===== config.mk =====
export PLATFORM = sky130hd
export DESIGN_NAME = wake_pattern_filter
export DESIGN_NICKNAME = d
export VERILOG_FILES = /design/src/rtl/wpf_pkg.sv /design/src/rtl/wpf_crc_step.sv /design/src/rtl/wpf_cfg_regs.sv /design/src/rtl/wpf_dest_qual.sv /design/src/rtl/wake_pattern_filter.sv
export SDC_FILE = /design/constraint.sdc
export NUM_CORES = 1
export LEC_CHECK = 0
export ABC_CLOCK_PERIOD_IN_PS = 6700
export BUFFER_PORTS_ARGS = -buffer_cell sky130_fd_sc_hd__buf_2
export CORE_UTILIZATION = 54
export CTS_CLUSTER_DIAMETER = 150
export DETAILED_ROUTE_END_ITERATION = 10
export GPL_ROUTABILITY_DRIVEN = 0
export MAX_ROUTING_LAYER = met4
export PLACE_DENSITY = 0.79
export SLEW_MARGIN = 10
export SYNTH_ARGS = -nofsm -noshare
export SYNTH_HDL_FRONTEND = slang
export SYNTH_SLANG_ARGS = --single-unit

===== constraint.sdc =====
create_clock -name clk -period 6.7 [get_ports clk]
set_input_delay 1.005 -clock clk [delete_from_list [all_inputs] [get_ports clk]]
set_output_delay 1.005 -clock clk [all_outputs]
set_load 0.03 [all_outputs]

===== src/rtl/wpf_pkg.sv =====
package wpf_pkg;
    localparam int WORD_W      = 16;
    localparam int MASK_WORDS  = 8;
    localparam int WIN_BYTES   = WORD_W * MASK_WORDS;
    localparam int WIN_IDX_W   = $clog2(WIN_BYTES);
    localparam int OFF_W       = 8;
    localparam int POS_W       = 11;
    localparam int ADDR_W      = 4;
    localparam int DA_BYTES    = 6;
    localparam int ADDR_CFG    = 0;
    localparam int ADDR_CRC    = 1;
    localparam int ADDR_MASK   = 2;
    localparam logic [15:0] CRC_POLY = 16'hA001;
    localparam logic [15:0] CRC_INIT = 16'hFFFF;

    typedef struct packed {
        logic             en;
        logic             mc_req;
        logic             bc_req;
        logic [OFF_W-1:0] offset;
    } cfg_t;

    function automatic logic [15:0] bitrev16(input logic [15:0] v);
        logic [15:0] r;
        for (int i = 0; i < 16; i++) r[i] = v[15-i];
        return r;
    endfunction
endpackage


===== src/rtl/wpf_crc_step.sv =====
module wpf_crc_step #(
    parameter logic [15:0] POLY = 16'hA001
) (
    input  logic [15:0] crc_i,
    input  logic [7:0]  byte_i,
    output logic [15:0] crc_o
);
    logic [15:0] stage [0:8];

    assign stage[0] = crc_i ^ {8'h00, byte_i};

    for (genvar k = 0; k < 8; k++) begin : g_bit
        assign stage[k+1] = stage[k][0] ? ((stage[k] >> 1) ^ POLY) : (stage[k] >> 1);
    end

    assign crc_o = stage[8];
endmodule


===== src/rtl/wpf_cfg_regs.sv =====
module wpf_cfg_regs
    import wpf_pkg::*;
(
    input  logic                 clk,
    input  logic                 rst_n,
    input  logic                 we,
    input  logic [ADDR_W-1:0]    addr,
    input  logic [WORD_W-1:0]    wdata,
    output cfg_t                 cfg,
    output logic [15:0]          crc_exp,
    output logic [WIN_BYTES-1:0] mask,
    output logic                 mask_any,
    output logic [WIN_IDX_W-1:0] last_idx
);
    typedef struct packed {
        cfg_t                 cfg;
        logic [15:0]          exp;
        logic [WIN_BYTES-1:0] mask;
    } regs_t;

    regs_t r_d, r_q;

    always_comb begin
        r_d = r_q;
        if (we) begin
            if (int'(addr) == ADDR_CFG) begin
                r_d.cfg.en     = wdata[15];
                r_d.cfg.mc_req = wdata[9];
                r_d.cfg.bc_req = wdata[8];
                r_d.cfg.offset = wdata[OFF_W-1:0];
            end
            if (int'(addr) == ADDR_CRC) r_d.exp = wdata;
            for (int g = 0; g < MASK_WORDS; g++) begin
                if (int'(addr) == ADDR_MASK + MASK_WORDS - 1 - g)
                    r_d.mask[g*WORD_W +: WORD_W] = wdata;
            end
        end
    end

    always_ff @(posedge clk or negedge rst_n) begin
        if (!rst_n) r_q <= '0;
        else        r_q <= r_d;
    end

    always_comb begin
        last_idx = '0;
        for (int i = 0; i < WIN_BYTES; i++)
            if (r_q.mask[i]) last_idx = WIN_IDX_W'(i);
    end

    assign cfg      = r_q.cfg;
    assign crc_exp  = r_q.exp;
    assign mask     = r_q.mask;
    assign mask_any = |r_q.mask;
endmodule


===== src/rtl/wpf_dest_qual.sv =====
module wpf_dest_qual
    import wpf_pkg::*;
(
    input  logic       clk,
    input  logic       rst_n,
    input  logic       beat,
    input  logic       sof,
    input  logic [7:0] data,
    output logic       bc_nx,
    output logic       mc_nx,
    output logic       bc_seen,
    output logic       mc_seen
);
    localparam int CNT_W = $clog2(DA_BYTES + 1);

    typedef struct packed {
        logic             bc;
        logic             mc;
        logic [CNT_W-1:0] cnt;
    } dq_t;

    dq_t s_d, s_q;

    always_comb begin
        s_d = s_q;
        if (beat) begin
            if (sof) begin
                s_d.bc  = (data == 8'hFF);
                s_d.mc  = data[0];
                s_d.cnt = CNT_W'(1);
            end else if (int'(s_q.cnt) < DA_BYTES) begin
                s_d.bc  = s_q.bc && (data == 8'hFF);
                s_d.cnt = s_q.cnt + 1'b1;
            end
        end
    end

    always_ff @(posedge clk or negedge rst_n) begin
        if (!rst_n) s_q <= '0;
        else        s_q <= s_d;
    end

    assign bc_nx   = s_d.bc && (int'(s_d.cnt) == DA_BYTES);
    assign mc_nx   = s_d.mc;
    assign bc_seen = s_q.bc && (int'(s_q.cnt) == DA_BYTES);
    assign mc_seen = s_q.mc;
endmodule


===== src/rtl/wake_pattern_filter.sv =====
module wake_pattern_filter
    import wpf_pkg::*;
(
    input  logic              clk,
    input  logic              rst_n,
    input  logic              cfg_we,
    input  logic [ADDR_W-1:0] cfg_addr,
    input  logic [WORD_W-1:0] cfg_wdata,
    input  logic              rx_valid,
    input  logic              rx_sof,
    input  logic              rx_eof,
    input  logic [7:0]        rx_data,
    output logic              match_o
);
    typedef struct packed {
        logic [POS_W-1:0] pos;
        logic [15:0]      crc;
        logic             in_frame;
        logic             match;
    } st_t;

    st_t s_d, s_q;

    cfg_t                 cfg;
    logic [15:0]          crc_exp;
    logic [WIN_BYTES-1:0] mask;
    logic                 mask_any;
    logic [WIN_IDX_W-1:0] last_idx;
    logic                 bc_nx, mc_nx, bc_seen, mc_seen;
    logic                 cfg_en, cfg_bc_req, cfg_mc_req;

    logic [POS_W-1:0] pos_nx, win, need_pos;
    logic             in_win, sel, complete, qual, hit;
    logic [15:0]      crc_base, crc_upd, crc_nx;

    wpf_cfg_regs u_regs (
        .clk(clk), .rst_n(rst_n), .we(cfg_we), .addr(cfg_addr), .wdata(cfg_wdata),
        .cfg(cfg), .crc_exp(crc_exp), .mask(mask), .mask_any(mask_any), .last_idx(last_idx)
    );

    wpf_dest_qual u_dest (
        .clk(clk), .rst_n(rst_n), .beat(rx_valid), .sof(rx_sof), .data(rx_data),
        .bc_nx(bc_nx), .mc_nx(mc_nx), .bc_seen(bc_seen), .mc_seen(mc_seen)
    );

    wpf_crc_step #(.POLY(CRC_POLY)) u_crc (
        .crc_i(crc_base), .byte_i(rx_data), .crc_o(crc_upd)
    );

    assign cfg_en     = cfg.en;
    assign cfg_bc_req = cfg.bc_req;
    assign cfg_mc_req = cfg.mc_req;

    always_comb begin
        pos_nx   = rx_sof ? '0 : ((s_q.pos == '1) ? s_q.pos : s_q.pos + 1'b1);
        win      = pos_nx - POS_W'(cfg.offset);
        in_win   = (pos_nx >= POS_W'(cfg.offset)) && (win < POS_W'(WIN_BYTES));
        sel      = in_win && mask[win[WIN_IDX_W-1:0]];
        crc_base = rx_sof ? CRC_INIT : s_q.crc;
        crc_nx   = sel ? crc_upd : crc_base;
        need_pos = POS_W'(cfg.offset) + POS_W'(last_idx);
        complete = !mask_any || (pos_nx >= need_pos);
        qual     = (!cfg.bc_req || bc_nx) && (!cfg.mc_req || mc_nx);
        hit      = cfg.en && (rx_sof || s_q.in_frame) && complete && qual
                   && (bitrev16(crc_nx) == crc_exp)
                   && (mask_any || cfg.bc_req || cfg.mc_req);

        s_d       = s_q;
        s_d.match = 1'b0;
        if (rx_valid) begin
            s_d.pos      = pos_nx;
            s_d.crc      = crc_nx;
            s_d.in_frame = rx_eof ? 1'b0 : (rx_sof ? 1'b1 : s_q.in_frame);
            s_d.match    = rx_eof && hit;
        end
    end

    always_ff @(posedge clk or negedge rst_n) begin
        if (!rst_n) s_q <= '{pos: '0, crc: CRC_INIT, in_frame: 1'b0, match: 1'b0};
        else        s_q <= s_d;
    end

    assign match_o = s_q.match;
endmodule


==> summary.md <==
| Metric | Value |
|---|---|
| Worst path max stage delay | 0.54 ns |
| FMAX | 0.1644 GHz |
| Via density | 6.596 |
| Setup TNS Final | 0 ns |
| # IOs | 35 |
| Post-route DRC | 0 |
| Post-place setup slack | 0.5938 ns |
| Finished Layout Cells | 1511 |
| Vias | 9966 |
| Top-area cell type share of the netlist area | 36.03% |
| Hold Slack | 0.4929 ns |
| Design area | 0.01296 mm² |
| Worst Tran Pin Value | 1.260 ns |
| Dominant synthesized flop cell | dfrtp_1 |
| Routed WL | 32.30 mm |
| Num Clock Sinks | 189 |
| Crit end category | flop |
| Final Util | 59.40% |
| Initial DRT Pass Iterations | 7 |
| Post-synth EDFFs | 0 |
| Final period util | 90.77% |
| Area leader, netlist | dfrtp_1 |
| Slowest CP cell | fa_2 |
| Count leader, synth | dfrtp_1 |
| CTS tree | yes |
| Status | complete, no violations |
| Crit path launch type | flop |
| Routed len/inst | 21.38 µm |
| Die area | 0.02285 mm² |
| Power Total | 4.533 mW |
| Post-DP HPWL | 22.36 mm |
| Yosys warns | 0 |
| Mapped Area | 0.01202 mm² |
| Final slew viol count | 0 |
| Max_cap viols | 0 |
| Area grow syn2layout | 7.894% |
| CTS H-Tree Depth | 4 |
| Final hold vios | 0 |
| CTS max path bufs | 2 |
| First-pass GRT wire length | 51.63 mm |
| Vias in the first global route | 9614 |
| Final min period | 6.082 ns |
| Initial antenna violation count | 0 |
| Min-delay worst type | flop to flop |
| Critical Path, Cell by Cell | ha_1 -> nand3_1 -> nor3_2 -> nand2_1 -> xnor2_1 -> nand2_1 -> ha_1 -> inv_1 -> fa_2 -> buf_4 -> mux4_2 -> and2_1 -> a2111oi_0 -> a31oi_1 -> mux2_2 -> o2111a_1 -> or2_1 -> mux2_2 -> a2111oi_2 -> and4_1 |
| CORE AREA | 0.02182 mm² |
| Die H | 151.2 µm |
| Register area share after synthesis | 39.53% |
| PnR worst setup slack | 0.6182 ns |
| Ranking of synthesized cells by area | dfrtp_1 (36%), mux2_2 (15%), mux4_2 (6.0%) |
| Synthesized flop and latch total | 189 |
| Inst Count DP | 1479 |
| Final ANT Viol Nets | 0 |
| Total GRT Usage | 30.92% |
| Gate Count Post-Synth | 1208 |
| FP Rows | 54 |
| Clock slew at reported path FFs | 0.07 ns |
| Post-synth top cells | dfrtp_1 (173), mux2_2 (157), nor2_1 (141) |
| CTS root buffer | clkbuf_16 |
| WP data required | 7.08 ns |
| Number of DRC markers in iteration 0 | 826 |
| WS Path Type | flop to flop |
| Post-synth ARST share | 100.0% |
| Setup bufs post-CTS | 0 |
| Die width | 151.2 µm |
| Mean Syn Cell Area | 9.946 µm² |
| Area post-placement | 0.01239 mm² |
| Port bufs | 34 |
| Starting Density | 55.06% |
| Total gr overflow | 0 |
| Worst-skew pair later-pin latency | 0.44 ns |
| Final nets | 1280 |
| Largest net degree at the start of global routing | 119 |
| Fraction of layout cells with a size suffix above 1 | 24.29% |
| Diode count | 0 |
| Syn Nets | 1270 |
| Num CTS Buffers | 17 |
| CP Data Arrival Time | 6.46 ns |
| CP max FO | 17 |
| Rel. slew slack | 15.63% |
| Clk_skew | 0.008323 ns |
| Pwr per Cell Area | 349.7 mW/mm² |
| Max VDD drop | 0.2000 mV |
| # setup viols final | 0 |
| Unrepaired setup endpoints after global routing | false |
| Static Leak | 5.325 nW |
| Distinct cells, synth | 74 |
==> worst max-delay path: cells and delay by family, from the launching register on <==
family,cells,cell delay (ns)
AOI/OAI and AO/OA,4,1.11
xor gates and xnor gates,1,0.20
adders and majority gates,3,1.06
buffers and inverters,2,0.37
DFF,1,0.39
muxes,3,1.24
and+or+nand+nor,7,1.64
==> timing repair <==
item                                    4_1_cts  5_1_grt
endpoints found under the setup margin        0        1
resized for setup                             0        1
hold buffers                                  0        0
==> layout make-up <==
type                    instances  area, µm²
fillers                      1808       8860
multi-input cells             908       6797
flip-flops and latches        189       4750
clock buffers                  19      432.9
well taps                     280      350.3
repair buffers                 52      314.1
inverters                      50      187.7
clock inverters                13      132.6
==> cells by family after synthesis <==
group	count (synthesis)	synth area share [%]
DFF	189	39.53
muxes	200	21.63
buffers and inverters	111	4.009
adders and majority gates	28	3.041
AOI/OAI and AO/OA	240	12.90
and+or+nand+nor	384	14.81
xor gates and xnor gates	56	4.082
==> layout by cell type (no fill, tap or decap), types with 17 or more instances in the layout <==
master and instances:
xor2_1 20, ha_1 26, nor4_1 30, nand3_1 30, clkbuf_16 17, mux2_2 157
dfrtp_1 173, nor2_1 141, inv_1 50, mux4_2 32, a21oi_1 64, buf_2 33
xnor2_1 36, buf_4 18, nand2_1 90, o21ai_0 63, nor3_1 31
==> where the power goes <==
group,total (mW),switching [mW],internal [mW]
Clock,0.992,0.469,0.522
Combinational,1.75,0.894,0.852
Sequential,1.80,0.374,1.42
==> routing by layer <==
metal / vias to the layer above / part of all wire (%) / GRT usage, %
met4: 0 / 4.8 / 15.15
met3: 107 / 8.9 / 6.898
met1: 4837 / 40 / 39.45
met2: 545 / 46 / 46.63
li1: 4477 / - / -
met5: - / 0 / -
==> worst paths after layout <==
path	from	endpoint	slack [ns]	depth (start not counted)
min in group asynchronous	rst_n	u_regs.crc_exp[1]	0.67	1
worst min register to register	s_q[13]	s_q[13]	0.49	2
worst min-delay path	s_q[13]	s_q[13]	0.49	2
worst max register to register	s_q[19]	match_o	0.62	20
max in group asynchronous	rst_n	u_regs.mask[70]	4.60	2
worst max-delay path	s_q[19]	match_o	0.62	20
==> sequential cells by signal (all words and copies together), names as in the netlist <==
| signal | flops |
|---|---|
| u_regs.mask | 128 |
| s_q | 28 |
| u_regs.crc_exp | 16 |
| u_regs.cfg | 11 |
| u_dest.s_q | 4 |
| match_o | 1 |
| u_dest.mc_seen | 1 |
(Power assumes the default switching activity.)
